File: src/rtl/host_reg_port.sv
module host_reg_port #(
  parameter int NBANK = 4,
  parameter int DW = 8,
  parameter int AW = 8,
  parameter logic [AW-1:0] ID_ADDR = 8'h0F,
  parameter logic [2:0] ID_HI = 3'b010,
  parameter logic [3:0] REV = 4'h3
) (
  input  logic                  clk,
  input  logic                  rst_n,
  input  logic                  mux_mode,
  input  logic                  bus_type,
  input  logic                  cs_n,
  input  logic [$clog2(NBANK)-1:0] bank_sel,
  input  logic [AW-1:0]         adr,
  input  logic                  rd_ds,
  input  logic                  wr_rw,
  input  logic [DW-1:0]         d_in,
  output logic [DW-1:0]         d_out,
  output logic                  d_oe,
  output logic [AW-1:0]         reg_addr,
  output logic [DW-1:0]         reg_wdata,
  output logic [NBANK-1:0]      reg_wr,
  input  logic [NBANK*DW-1:0]   bank_rdata,
  input  logic [NBANK-1:0]      irq_req,
  output logic                  irq_drive_low
);
  localparam int BW = $clog2(NBANK);
  localparam logic [DW-1:0] ID_VAL = {1'b0, ID_HI, REV};

  logic [3:0] s1, s2;
  logic prev_w, prev_ale;
  logic [AW-1:0] lat_addr;

  wire ale_s = s2[3];
  wire rw_s  = s2[2];
  wire rd_s  = s2[1];
  wire cs_s  = s2[0];

  always_ff @(posedge clk or negedge rst_n) begin
    if (!rst_n) begin
      s1 <= '0;
      s2 <= '0;
      prev_w <= 1'b0;
      prev_ale <= 1'b0;
      lat_addr <= '0;
    end else begin
      s1 <= {adr[6], wr_rw, rd_ds, ~cs_n};
      s2 <= s1;
      prev_w <= wr_act;
      prev_ale <= ale_s;
      if (mux_mode && ale_s && !prev_ale) lat_addr <= d_in[AW-1:0];
    end
  end

  logic ds_on, rd_act, wr_act, hidden, blocked, wr_go;
  assign ds_on   = mux_mode ? rd_s : ~rd_s;
  assign rd_act  = cs_s & (bus_type ? (ds_on & rw_s)  : ~rd_s);
  assign wr_act  = cs_s & (bus_type ? (ds_on & ~rw_s) : ~rw_s);
  assign reg_addr  = mux_mode ? lat_addr : adr;
  assign reg_wdata = d_in;
  assign hidden  = reg_addr[AW-1 -: 4] >= 4'hA;
  assign blocked = hidden || (reg_addr == ID_ADDR);
  assign wr_go   = wr_act & ~prev_w & ~blocked;

  for (genvar i = 0; i < NBANK; i++) begin : g_wr
    assign reg_wr[i] = wr_go && (bank_sel == BW'(i));
  end

  assign d_oe  = rd_act;
  assign d_out = hidden ? '0 :
                 (reg_addr == ID_ADDR) ? ID_VAL :
                 bank_rdata[bank_sel*DW +: DW];
  assign irq_drive_low = |irq_req;

  a_r6_one_bank: assert property (@(posedge clk) disable iff (!rst_n)
    $onehot0(reg_wr));
  a_r6_single_cycle: assert property (@(posedge clk) disable iff (!rst_n)
    (reg_wr != '0) |=> (reg_wr == '0));
  a_r7_id_read_only: assert property (@(posedge clk) disable iff (!rst_n)
    (reg_wr != '0) |-> (reg_addr != ID_ADDR));
  a_r8_hidden_no_write: assert property (@(posedge clk) disable iff (!rst_n)
    (reg_wr != '0) |-> (reg_addr[AW-1 -: 4] < 4'hA));
  a_r8_hidden_reads_zero: assert property (@(posedge clk) disable iff (!rst_n)
    (d_oe && reg_addr[AW-1 -: 4] >= 4'hA) |-> (d_out == '0));
  a_r5_cs_before_drive: assert property (@(posedge clk) disable iff (!rst_n)
    $rose(d_oe) |-> !$past(cs_n, 2));
endmodule

File: config.mk
export PLATFORM = sky130hd
export DESIGN_NAME = host_reg_port
export DESIGN_NICKNAME = d
export VERILOG_FILES = /design/src/rtl/host_reg_port.sv
export SDC_FILE = /design/constraint.sdc
export NUM_CORES = 1
export LEC_CHECK = 0
export BUFFER_PORTS_ARGS = -buffer_cell sky130_fd_sc_hd__buf_2
export CAP_MARGIN = 20
export CORE_UTILIZATION = 43
export DETAILED_ROUTE_END_ITERATION = 10
export PLACE_DENSITY = 0.85
export SKIP_CTS_REPAIR_TIMING = 1
export SYNTH_ARGS = -nofsm -noshare
export SYNTH_HDL_FRONTEND = slang
export SYNTH_SLANG_ARGS = --single-unit
export TNS_END_PERCENT = 5
File: constraint.sdc
create_clock -name clk -period 1.9 [get_ports clk]
set_input_delay 0.19 -clock clk [delete_from_list [all_inputs] [get_ports clk]]
set_output_delay 0.19 -clock clk [all_outputs]
set_load 0.1 [all_outputs]
Yosys cells after proc, flatten, opt, wreduce, memory -nomap -nowiden

Index checks and enable logic that the tools add are counted.

Register bits: 18
Input bits: 61

Magnitude comparators: 1
Equal/unequal tests: 4
Shift operators: 1
Muxes and demuxes: 6
Bitwise operators: 11
Reduce and logical (&&, ||, !) cells: 10

Operator list:

| cell                 | number |
|---|---|
| $shiftx A32 B6 Y8    | 1 |
| $mux W8              | 3 |
| $eq A8 B4 Y1 const B | 1 |
| $and A1 B1 Y1        | 6 |
| $logic_and A1 B1 Y1  | 6 |
| $not A1 Y1           | 5 |
| $eq A2 B2 Y1 const B | 2 |
| $ge A4 B4 Y1 const B | 1 |
| $reduce_or A4 Y1     | 1 |
| $mux W1              | 3 |
| $eq A2 B1 Y1 const B | 1 |
| $logic_not A2 Y1     | 1 |
| $logic_not A1 Y1     | 1 |
| $logic_or A1 B1 Y1   | 1 |

Logic depth before layout (Yosys ltp)

Gate-level depths: netlist of the first run.

Depth after elaboration: 8
Depth in mapped cells: 6
Mapped depth without buffers: 4

Worst setup path before layout of the first run

Ideal clock, no wire load.

Kind: register to output
From: register lat_addr[7]
To: output port d_out[2]
Arrival: 3.168 ns
Required time: 1.710 ns
Slack: -1.458 ns
Stages on the path, launching flop included: 4
Path buffers: 0
Cells stage by stage: dfrtp_1 > mux2_4 > and2_4 > nor3b_1

Word-level cells in the longest chain between the ends: 4

Ends and longest elaborated chain:

| element                | RTL line | RTL |
|---|---|---|
| start, declared        | 33       | `logic [AW-1:0] lat_addr;` |
| start signal, assigned | 52       | `if (mux_mode && ale_s && !prev_ale) lat_addr <= d_in[AW-1:0];` |
| $mux W8 *              | 60       | `assign reg_addr = mux_mode ? lat_addr : adr;` |
| via reg_addr[7]        | 21       | `output logic [AW-1:0] reg_addr,` |
| $eq A8 B4 Y1           | 72       | `(reg_addr == ID_ADDR) ? ID_VAL :` |
| $mux W8                | 72       |  |
| $mux W8 *              | 71       | `assign d_out = hidden ? '0 :` |
| end, declared          | 19       | `output logic [DW-1:0] d_out,` |

Mark *: on every way through the listed nets, which the timed path passes. The rest lies on a longest branch.

Final worst setup path of the first run

From: register lat_addr[3]
To: output port d_out[5]

Word-level cells in the longest chain between the ends: 4

Ends and longest elaborated chain:

| element      | RTL line |
|---|---|
| $mux W8      | 60 |
| $eq A8 B4 Y1 | 72 |
| $mux W8      | 72 |
| $mux W8      | 71 |

Every way passes these cells.

==> flow_metrics.env, run 1 <==
export IMPL_maxCapViolCount=0
export IMPL_drc=0
export IMPL_die_area_sq_um=3100
export IMPL_grt_overflow_total=0
export IMPL_clockRootBuffer="clkbuf_4"
export IMPL_ys_ff_latch=18
export IMPL_hold_class="in2reg"
export IMPL_setup_worst_path_end_class="output pin"
export IMPL_start_kind="register"
export IMPL_drtIter0Drc=34
export IMPL_drt_vias_per_instance=5.28
export IMPL_timing_final_ws_setup_ps=-51.5
export IMPL_syn_inst=99
export IMPL_gr_usage_all_layers_pct=20.8
export IMPL_worst_pin_slew_ps=490
export IMPL_io_pins=91
export IMPL_power_leakage_nw=0.924
export IMPL_synth_nets=160
export IMPL_avgSynthCellArea_sq_um=12.5
export IMPL_multi_input_area_sq_um=823
export IMPL_slew_limit_headroom_pct=67.6
export IMPL_finalSetupViolCount=9
export IMPL_die_x_um=55.6
export IMPL_grt_pass1_vias=1147
export IMPL_drv_slew=0
export IMPL_layout_common_cells="buf_2, dfrtp_1, mux2_2, buf_12, mux4_2"
export IMPL_clock_sinks=18
export IMPL_wl_per_cell_um=15.0
export IMPL_antenna_found_initial=0
export IMPL_violations="negative setup slack"
export IMPL_powerDensity_nw_per_um2=800
export IMPL_die_h_um=55.6
export IMPL_cts_buffers=3
export IMPL_grt_max_degree=19
export IMPL_run_status="finished with violations"
export IMPL_worstPathArrival_ps=1760
export IMPL_path_class="reg2out"
export IMPL_clk_pin_slew_ps=100
export IMPL_syn_area_sq_um=1240
export IMPL_final_seq_area_sq_um=450
export IMPL_worstPathMaxFanout=3
export IMPL_gp_congestion=0.710
export IMPL_dp_hpwl_mm=2.58
export IMPL_reg2reg_setup_slack_ps=730
export IMPL_cts_tree="built"
export IMPL_initial_utilization_pct=45.3
export IMPL_rsz0062_at_grt="true"
export IMPL_place_ws_ps=-47.1
export IMPL_vdd_drop_max_mv=0.880
export IMPL_dr_pass1_iters=4
export IMPL_synth_cell_type_count=32
export IMPL_dp_cells=210
export IMPL_finalHoldViolCount=0
export IMPL_clk_path_buf_depth=2
export IMPL_ys_seq_area_share_pct=36.4
export IMPL_core_area_sq_um=2730
export IMPL_drive_above_1_share_pct=77.5
export IMPL_n_antenna_cell=0
export IMPL_fin_setup_tns_ps=-173
export IMPL_fmax_mhz=512
export IMPL_synthToLayoutAreaGrowth_pct=64.5
export IMPL_layout_nets=249
export IMPL_postRouteAntennaNets=0
export IMPL_required_ps=1710
export IMPL_fin_cells=218
export IMPL_portBuffers=90
export IMPL_vias=1150
export IMPL_grt_pass1_wl_mm=5.10
export IMPL_finClkSkew_ps=4.02
export IMPL_clock_latency_ps=280
export IMPL_synth_warning_count=0
export IMPL_period_share_pct=103
export IMPL_finalCriticalPeriod_ps=1950
export IMPL_final_common_cell="buf_2"
export IMPL_wl_mm=3.27
export IMPL_core_rowCount=19
export IMPL_cts_max_level=1
export IMPL_fillerInstances=180
report_power, final:
| group | switching [mW] | internal, mW | total, mW |
|---|---|---|---|
| Sequential | 0.0346 | 0.426 | 0.461 |
| Clock | 0.108 | 0.117 | 0.224 |
| Combinational | 0.645 | 0.299 | 0.943 |
stage by stage:
stage          total power [mW]  hold WS [ps]  utilization, %  cell area [sq um]
2_1_floorplan              1.17          -106               -               1340
3_3_place_gp               1.33           127            66.5               1820
3_5_place_dp               1.35           135            66.5               1820
4_1_cts                    1.58          -190            67.8               1850
5_1_grt                    1.70          15.6            74.5               2040
6_report                   1.63          40.6            74.5               2040
synth_stat cells:
cell,count,share of area (%)
a211o_1,1,0.71
a21oi_1,6,2.4
nor2_1,3,0.91
nand2_1,1,0.30
buf_6,2,1.8
and2_4,1,0.71
nand4_4,1,1.7
nand3_1,2,0.81
a21oi_2,1,0.71
mux2_4,1,1.2
and4_1,1,0.71
nand2b_1,2,1.0
mux4_2,8,15
nand3b_2,1,0.91
nor3_2,1,0.81
xor2_1,1,0.71
dfrtp_1,18,36
or4_1,1,0.61
a211oi_4,1,1.6
nor3b_2,3,3.0
nor3b_1,3,1.8
buf_4,10,6.1
nor2b_4,1,1.1
a21o_1,1,0.61
nand3b_1,1,0.61
nand4b_1,1,0.71
clkbuf_1,1,0.30
mux2_2,14,13
inv_1,4,1.2
nor3_1,5,2.0
and3_1,1,0.51
o21a_1,1,0.61
critical path, stage by stage (launching register included):
cell	delay, ps
dfrtp_1	390
and3_4	200
nand3_4	90
a211o_4	410
a21oi_4	180
buf_12	190
metal layers:
metal | vias up | part of all wire, % | track usage, % | routed length, um
li1 | 538 | - | - | -
met1 | 540 | 37 | 25.2 | 1220
met2 | 70 | 55 | 38.6 | 1790
met3 | 2 | 7.9 | 2.33 | 257
met4 | 0 | 0.31 | 6.43 | 10
met5 | - | 0 | 0 | 0
flip-flops by register name, indices dropped and copies added, names as in the netlist:
register,cells
s1,4
lat_addr,8
prev_ale,1
s2,4
prev_w,1
cells by family after synthesis:
family,after synthesis,synth area share (%)
AND/OR/NAND/NOR,29,18.3
multiplexers,23,28.5
AO/OA/AOI/OAI,11,6.67
buffers and inverters,17,9.40
XOR/XNOR,1,0.708
flip-flops,18,36.4
area by class of cell:
cell class                 count  share of cell area (%)
clock buffer                   4                    1.78
inverter                       4                   0.738
multi-input combinational     64                    40.4
sequential                    18                    22.1
tap                           31                    1.91
timing repair buffer          97                    33.0
worst paths after layout:
check | cells after the start | from | endpoint
min in group asynchronous | 2 | rst_n | s2[3]
min reg2reg | 0 | s1[1] | s2[1]
max in group asynchronous | 2 | rst_n | prev_ale
min | 2 | cs_n | s1[0]
max | 5 | lat_addr[3] | d_out[5]
max reg2reg | 2 | prev_ale | lat_addr[7]
(Power assumes the default switching activity.)
==> run 2: changes to the inputs <==
--- a/config.mk
+++ b/config.mk
@@ -9,6 +9,7 @@
 export CAP_MARGIN = 20
 export CORE_UTILIZATION = 43
 export DETAILED_ROUTE_END_ITERATION = 10
+export GPL_TIMING_DRIVEN = 0
 export PLACE_DENSITY = 0.85
 export SKIP_CTS_REPAIR_TIMING = 1
 export SYNTH_ARGS = -nofsm -noshare
==> run 2 against run 1 <==
The flow still finishes with violations (negative setup slack). Critical path depth did not move. Worst setup slack worse by 45 ps. Routed wire length is 12% higher. Final cell count increased by 6.0%. Core utilization grew 4.7 points. Global-route usage down 0.21 points. Flip-flop and latch count unchanged. Largest power group unchanged.
==> flow_metrics.env, run 2 (synthesis gave the netlist of run 1 again) <==
export IMPL_portBuffers=89
export IMPL_worst_pin_slew_ps=486
export IMPL_combPwrFrac_pct=61.4
export IMPL_cp_cell_sequence="and3_4, nand3_4, a211o_4, a21oi_2, buf_6"
export IMPL_clock_latency_ps=290
export IMPL_whs_path_depth=2
export IMPL_gp_congestion=0.700
export IMPL_path_delay_family="compound AO/OA/AOI/OAI gates"
export IMPL_r2r_cells=2
export IMPL_swShare_pct=48.3
export IMPL_drive_above_1_share_pct=79.5
export IMPL_run_status="finished with violations"
export IMPL_met3RoutedLength_um=315
export IMPL_layout_common_cells="buf_2, dfrtp_1, buf_4, mux2_2, buf_12"
export IMPL_start_kind="register"
export IMPL_final_common_cell="buf_2"
export IMPL_finalHoldViolCount=0
export IMPL_dp_cells=219
export IMPL_post_route_util_pct=79.2
export IMPL_hold_class="in2reg"
export IMPL_largest_reg_flops=8
export IMPL_power_leakage_nw=0.997
export IMPL_drc=0
export IMPL_place_ws_ps=-290
export IMPL_drv_slew=0
export IMPL_fin_cells=231
export IMPL_core_rowCount=19
export IMPL_cpPeakStageDelay_ps=400
export IMPL_cp_depth=5
export IMPL_grt_max_degree=19
export IMPL_share_seq_of_total_power_pct=27.7
export IMPL_die_area_sq_um=3100
export IMPL_power_switching_mw=0.799
export IMPL_worstPathMaxFanout=3
export IMPL_clk_pin_slew_ps=90
export IMPL_core_area_sq_um=2730
export IMPL_dp_hpwl_mm=2.53
export IMPL_finalCriticalPeriod_ps=2000
export IMPL_totalPowerFinal_mw=1.65
export IMPL_slew_limit_headroom_pct=67.6
export IMPL_cts_buffers=3
export IMPL_finalSetupViolCount=11
export IMPL_setup_worst_path_end_class="output pin"
export IMPL_drt_met1_wl_mm=1.34
export IMPL_finClkSkew_ps=2.92
export IMPL_die_h_um=55.6
export IMPL_powerDensity_nw_per_um2=765
export IMPL_rsz0062_at_grt="true"
export IMPL_die_x_um=55.6
export IMPL_drtIter0Drc=37
export IMPL_fillerInstances=143
export IMPL_post_dp_cell_area_sq_um=1820
export IMPL_clock_power_share_pct=10.9
export IMPL_p_int_mw=0.855
export IMPL_final_cell_area_sq_um=2160
export IMPL_regMostFlops="lat_addr"
export IMPL_n_antenna_cell=0
export IMPL_io_pins=91
export IMPL_period_share_pct=105
export IMPL_grt_pass1_wl_mm=4.99
export IMPL_fmax_mhz=501
export IMPL_maxCapViolCount=0
export IMPL_cts_tree="built"
export IMPL_holdWs_ps=33.8
export IMPL_initial_utilization_pct=45.3
export IMPL_cts_max_level=1
export IMPL_violations="negative setup slack"
export IMPL_gr_usage_all_layers_pct=20.6
export IMPL_dr_pass1_iters=4
export IMPL_wl_mm=3.67
export IMPL_reg_top3="lat_addr (8), s1 (4), s2 (4)"
export IMPL_worstPathArrival_ps=1810
export IMPL_wl_met2_mm=1.94
export IMPL_timing_final_ws_setup_ps=-96.1
export IMPL_grt_pass1_vias=1128
export IMPL_topRoutingLayerUsed="met4"
export IMPL_grt_overflow_total=0
export IMPL_wl_per_cell_um=15.9
export IMPL_cp_slowest_cell="dfrtp_1"
export IMPL_layout_nets=263
export IMPL_fin_setup_tns_ps=-312
export IMPL_clock_sinks=18
export IMPL_path_class="reg2out"
export IMPL_drt_vias_per_instance=5.45
export IMPL_required_ps=1710
export IMPL_cp_num_buf_inv=1
export IMPL_vias=1260
export IMPL_clk_path_buf_depth=2
export IMPL_postRouteAntennaNets=0
export IMPL_synthToLayoutAreaGrowth_pct=74.9
export IMPL_antenna_found_initial=0
export IMPL_clockRootBuffer="clkbuf_4"
export IMPL_vdd_drop_max_mv=0.661
run 2: cell count changes in the layout (fill, tap and decap cells not counted), sizes merged:
cell,delta
clkbuf,+1
buf,+12
run 2: power groups by stage:
stage / Combinational (mW) / Clock (mW) / Sequential, mW
floorplan: 0.716 / 0 / 0.452
global placement: 0.842 / 0 / 0.458
detailed placement: 0.856 / 0 / 0.462
CTS: 0.857 / 0.186 / 0.454
global route: 1.05 / 0.206 / 0.465
finish: 1.02 / 0.180 / 0.458
run 2: worst paths after layout:
check | from | end | slack [ps]
setup / recovery | lat_addr[1] | d_out[0] | -100
hold / removal | cs_n | s1[0] | 30
setup reg to reg | prev_ale | lat_addr[5] | 770
hold reg to reg | s1[3] | s2[3] | 360
max in group asynchronous | rst_n | s1[3] | 1270
min in group asynchronous | rst_n | lat_addr[4] | 350
run 2: per-layer routing:
| layer | vias to the layer above | GRT usage [%] |
|---|---|---|
| li1 | 564 | - |
| met4 | 0 | 7.50 |
| met1 | 600 | 24.7 |
| met5 | - | 0 |
| met3 | 9 | 3.95 |
| met2 | 87 | 36.7 |
run 2: final cells by class:
type,instances,area (sq um),share of cell area (%)
sequential,18,450,20.8
inverter,4,15.0,0.694
multi-input combinational,64,815,37.6
buffer,13,110,5.09
timing repair buffer,98,713,32.9
clock buffer,3,22.5,1.04
tap,31,38.8,1.79
==> run 3: changes to the inputs <==
--- a/config.mk
+++ b/config.mk
@@ -5,6 +5,7 @@
 export SDC_FILE = /design/constraint.sdc
 export NUM_CORES = 1
 export LEC_CHECK = 0
+export ABC_AREA = 1
 export BUFFER_PORTS_ARGS = -buffer_cell sky130_fd_sc_hd__buf_2
 export CAP_MARGIN = 20
 export CORE_UTILIZATION = 43
==> run 3 against run 2 <==
Critical endpoint is now reg_wr[2]. Clock skew increased by 1.7 ps. Synthesized area fell by 1.5%. Worst hold slack worse by 18 ps. Synthesized cell count up 82%. The run now ends clean. Final area shrank 3.6%.
==> flow_metrics.env, run 3 <==
export IMPL_cts_tree="built"
export IMPL_clk_path_buf_depth=2
export IMPL_layout_common_cells="buf_2, nand2_1, a21oi_1, dfrtp_1, inv_1"
export IMPL_grt_pass1_wl_mm=5.24
export IMPL_startpoint="lat_addr[5]"
export IMPL_hold_class="in2reg"
export IMPL_crit_top_cell="nor2_4"
export IMPL_clock_latency_ps=300
export IMPL_wl_mm=3.46
export IMPL_synth_top_area_share_pct=37.0
export IMPL_drt_vias_per_instance=4.68
export IMPL_clockRootBuffer="clkbuf_4"
export IMPL_cp_num_buf_inv=2
export IMPL_worst_pin_slew_ps=503
export IMPL_start_kind="register"
export IMPL_slew_limit_headroom_pct=66.7
export IMPL_vias=1431
export IMPL_crit_path_end="reg_wr[2]"
export IMPL_syn_area_sq_um=1220
export IMPL_drive_above_1_share_pct=51.8
export IMPL_r2r_start="prev_ale"
export IMPL_synth_cell_type_count=20
export IMPL_reg2reg_setup_slack_ps=780
export IMPL_largest_reg_flops=8
export IMPL_fmax_mhz=545
export IMPL_postRouteAntennaNets=0
export IMPL_drv_slew=0
export IMPL_synth_area_top_cells="dfrtp_1, nand2_1, a21oi_1"
export IMPL_period_share_pct=96.5
export IMPL_reg_top3="lat_addr (8), s1 (4), s2 (4)"
export IMPL_setup_worst_path_end_class="output pin"
export IMPL_grt_overflow_total=0
export IMPL_final_common_cell="buf_2"
export IMPL_gr_usage_all_layers_pct=21.1
export IMPL_cts_max_level=1
export IMPL_clock_sinks=18
export IMPL_initial_utilization_pct=47.5
export IMPL_synth_warning_count=0
export IMPL_r2r_cells=4
export IMPL_core_rowCount=18
export IMPL_holdWs_ps=15.8
export IMPL_finClkSkew_ps=4.63
export IMPL_async_reset_ff_share_pct=100
export IMPL_cp_slowest_cell="dfrtp_1"
export IMPL_cpPeakStageDelay_ps=380
export IMPL_ys_ff_latch=18
export IMPL_path_delay_family="simple AND/OR/NAND/NOR gates"
export IMPL_ys_seq_area_share_pct=37.0
export IMPL_vdd_drop_max_mv=0.724
export IMPL_syn_inst=180
export IMPL_worstPathArrival_ps=1640
export IMPL_io_pins=91
export IMPL_required_ps=1710
export IMPL_worstPathMaxFanout=5
export IMPL_die_h_um=55.2
export IMPL_ys_flop_type="dfrtp_1"
export IMPL_die_area_sq_um=3050
export IMPL_clk_pin_slew_ps=100
export IMPL_post_dp_cell_area_sq_um=1810
export IMPL_power_leakage_nw=1.10
export IMPL_portBuffers=88
export IMPL_run_status="finished, final reports clean"
export IMPL_drc=0
export IMPL_dp_hpwl_mm=2.50
export IMPL_cts_buffers=3
export IMPL_rsz0062_at_grt="true"
export IMPL_die_x_um=55.2
export IMPL_drtIter0Drc=53
export IMPL_core_area_sq_um=2570
export IMPL_synth_top_cells_by_count="nand2_1, nor2_1, a21oi_1"
export IMPL_path_class="reg2out"
export IMPL_cp_cell_sequence="inv_1, nand2_1, nand2_2, nand2_4, nor2_4, nand2_8, nand3_4, nor2_4, buf_12"
export IMPL_synth_most_common_cell="nand2_1"
export IMPL_layout_nets=338
export IMPL_synthToLayoutAreaGrowth_pct=71.1
export IMPL_n_antenna_cell=0
export IMPL_synth_edf_count=0
export IMPL_avgSynthCellArea_sq_um=6.77
export IMPL_finalSetupViolCount=0
export IMPL_finalCriticalPeriod_ps=1830
export IMPL_wl_per_cell_um=11.3
export IMPL_regMostFlops="lat_addr"
export IMPL_antenna_found_initial=0
export IMPL_grt_max_degree=19
export IMPL_grt_pass1_vias=1300
export IMPL_synth_nets=241
export IMPL_synth_top_cell_by_area="dfrtp_1"
export IMPL_cp_depth=9
export IMPL_powerDensity_nw_per_um2=713
export IMPL_final_cell_area_sq_um=2090
export IMPL_dr_pass1_iters=4
export IMPL_maxCapViolCount=0
export IMPL_gp_congestion=0.838
export IMPL_timing_rr_end="lat_addr[2]"
export IMPL_finalHoldViolCount=0
## run 3: cells by family (layout without fill, tap and decap cells)
| logic type | after synthesis | after routing | synth area share, % |
|---|---|---|---|
| AO/OA/AOI/OAI | 24 | 24 | 10.4 |
| buffers and inverters | 34 | 130 | 15.3 |
| flip-flops | 18 | 18 | 37.0 |
| multiplexers | 4 | 4 | 4.31 |
| AND/OR/NAND/NOR | 100 | 100 | 33.1 |
## run 3: power by group
| group | internal [mW] | switching (mW) |
|---|---|---|
| Combinational | 0.220 | 0.588 |
| Clock | 0.117 | 0.121 |
| Sequential | 0.423 | 0.0181 |
| Total | 0.760 | 0.726 |
## run 3: stage by stage
stage | utilization (%) | power (mW) | setup WS, ps | TNS (ps) | cells
5_1_grt | 81.2 | 1.56 | -28.2 | -122 | 306
3_3_place_gp | 70.4 | 1.17 | 33.1 | 0 | 298
3_5_place_dp | 70.4 | 1.18 | 16.6 | 0 | 298
6_report | 81.2 | 1.49 | 66.0 | 0 | 306
2_1_floorplan | - | 1.04 | -193 | -2090 | 180
4_1_cts | 71.8 | 1.41 | -308 | -2780 | 302
## run 3: area by class of cell
type | count | area (sq um)
plain buffers | 14 | 104
clock buffers | 4 | 36.3
fillers | 182 | 482
inverters | 20 | 82.6
multi-input cells | 128 | 773
flip-flops and latches | 18 | 450
well taps | 30 | 37.5
repair buffers | 92 | 602
## run 3: worst min path at each step
stage	start	to	slack (ps)	cells past startpoint
after floorplan	rst_n	lat_addr[0]	-110	0
after global placement	rst_n	s1[0]	130	1
after detailed placement	rst_n	s1[0]	130	1
after CTS	rst_n	s2[1]	-200	1
after global routing	cs_n	s1[0]	9	2
final	cs_n	s1[0]	20	2
## run 3: routing by layer
metal	wire, um	global-route usage, %	vias up
li1	-	-	740
met1	1400	25.1	617
met2	1740	38.0	69
met3	273	3.98	5
met4	51	6.43	0
met5	0	0	-
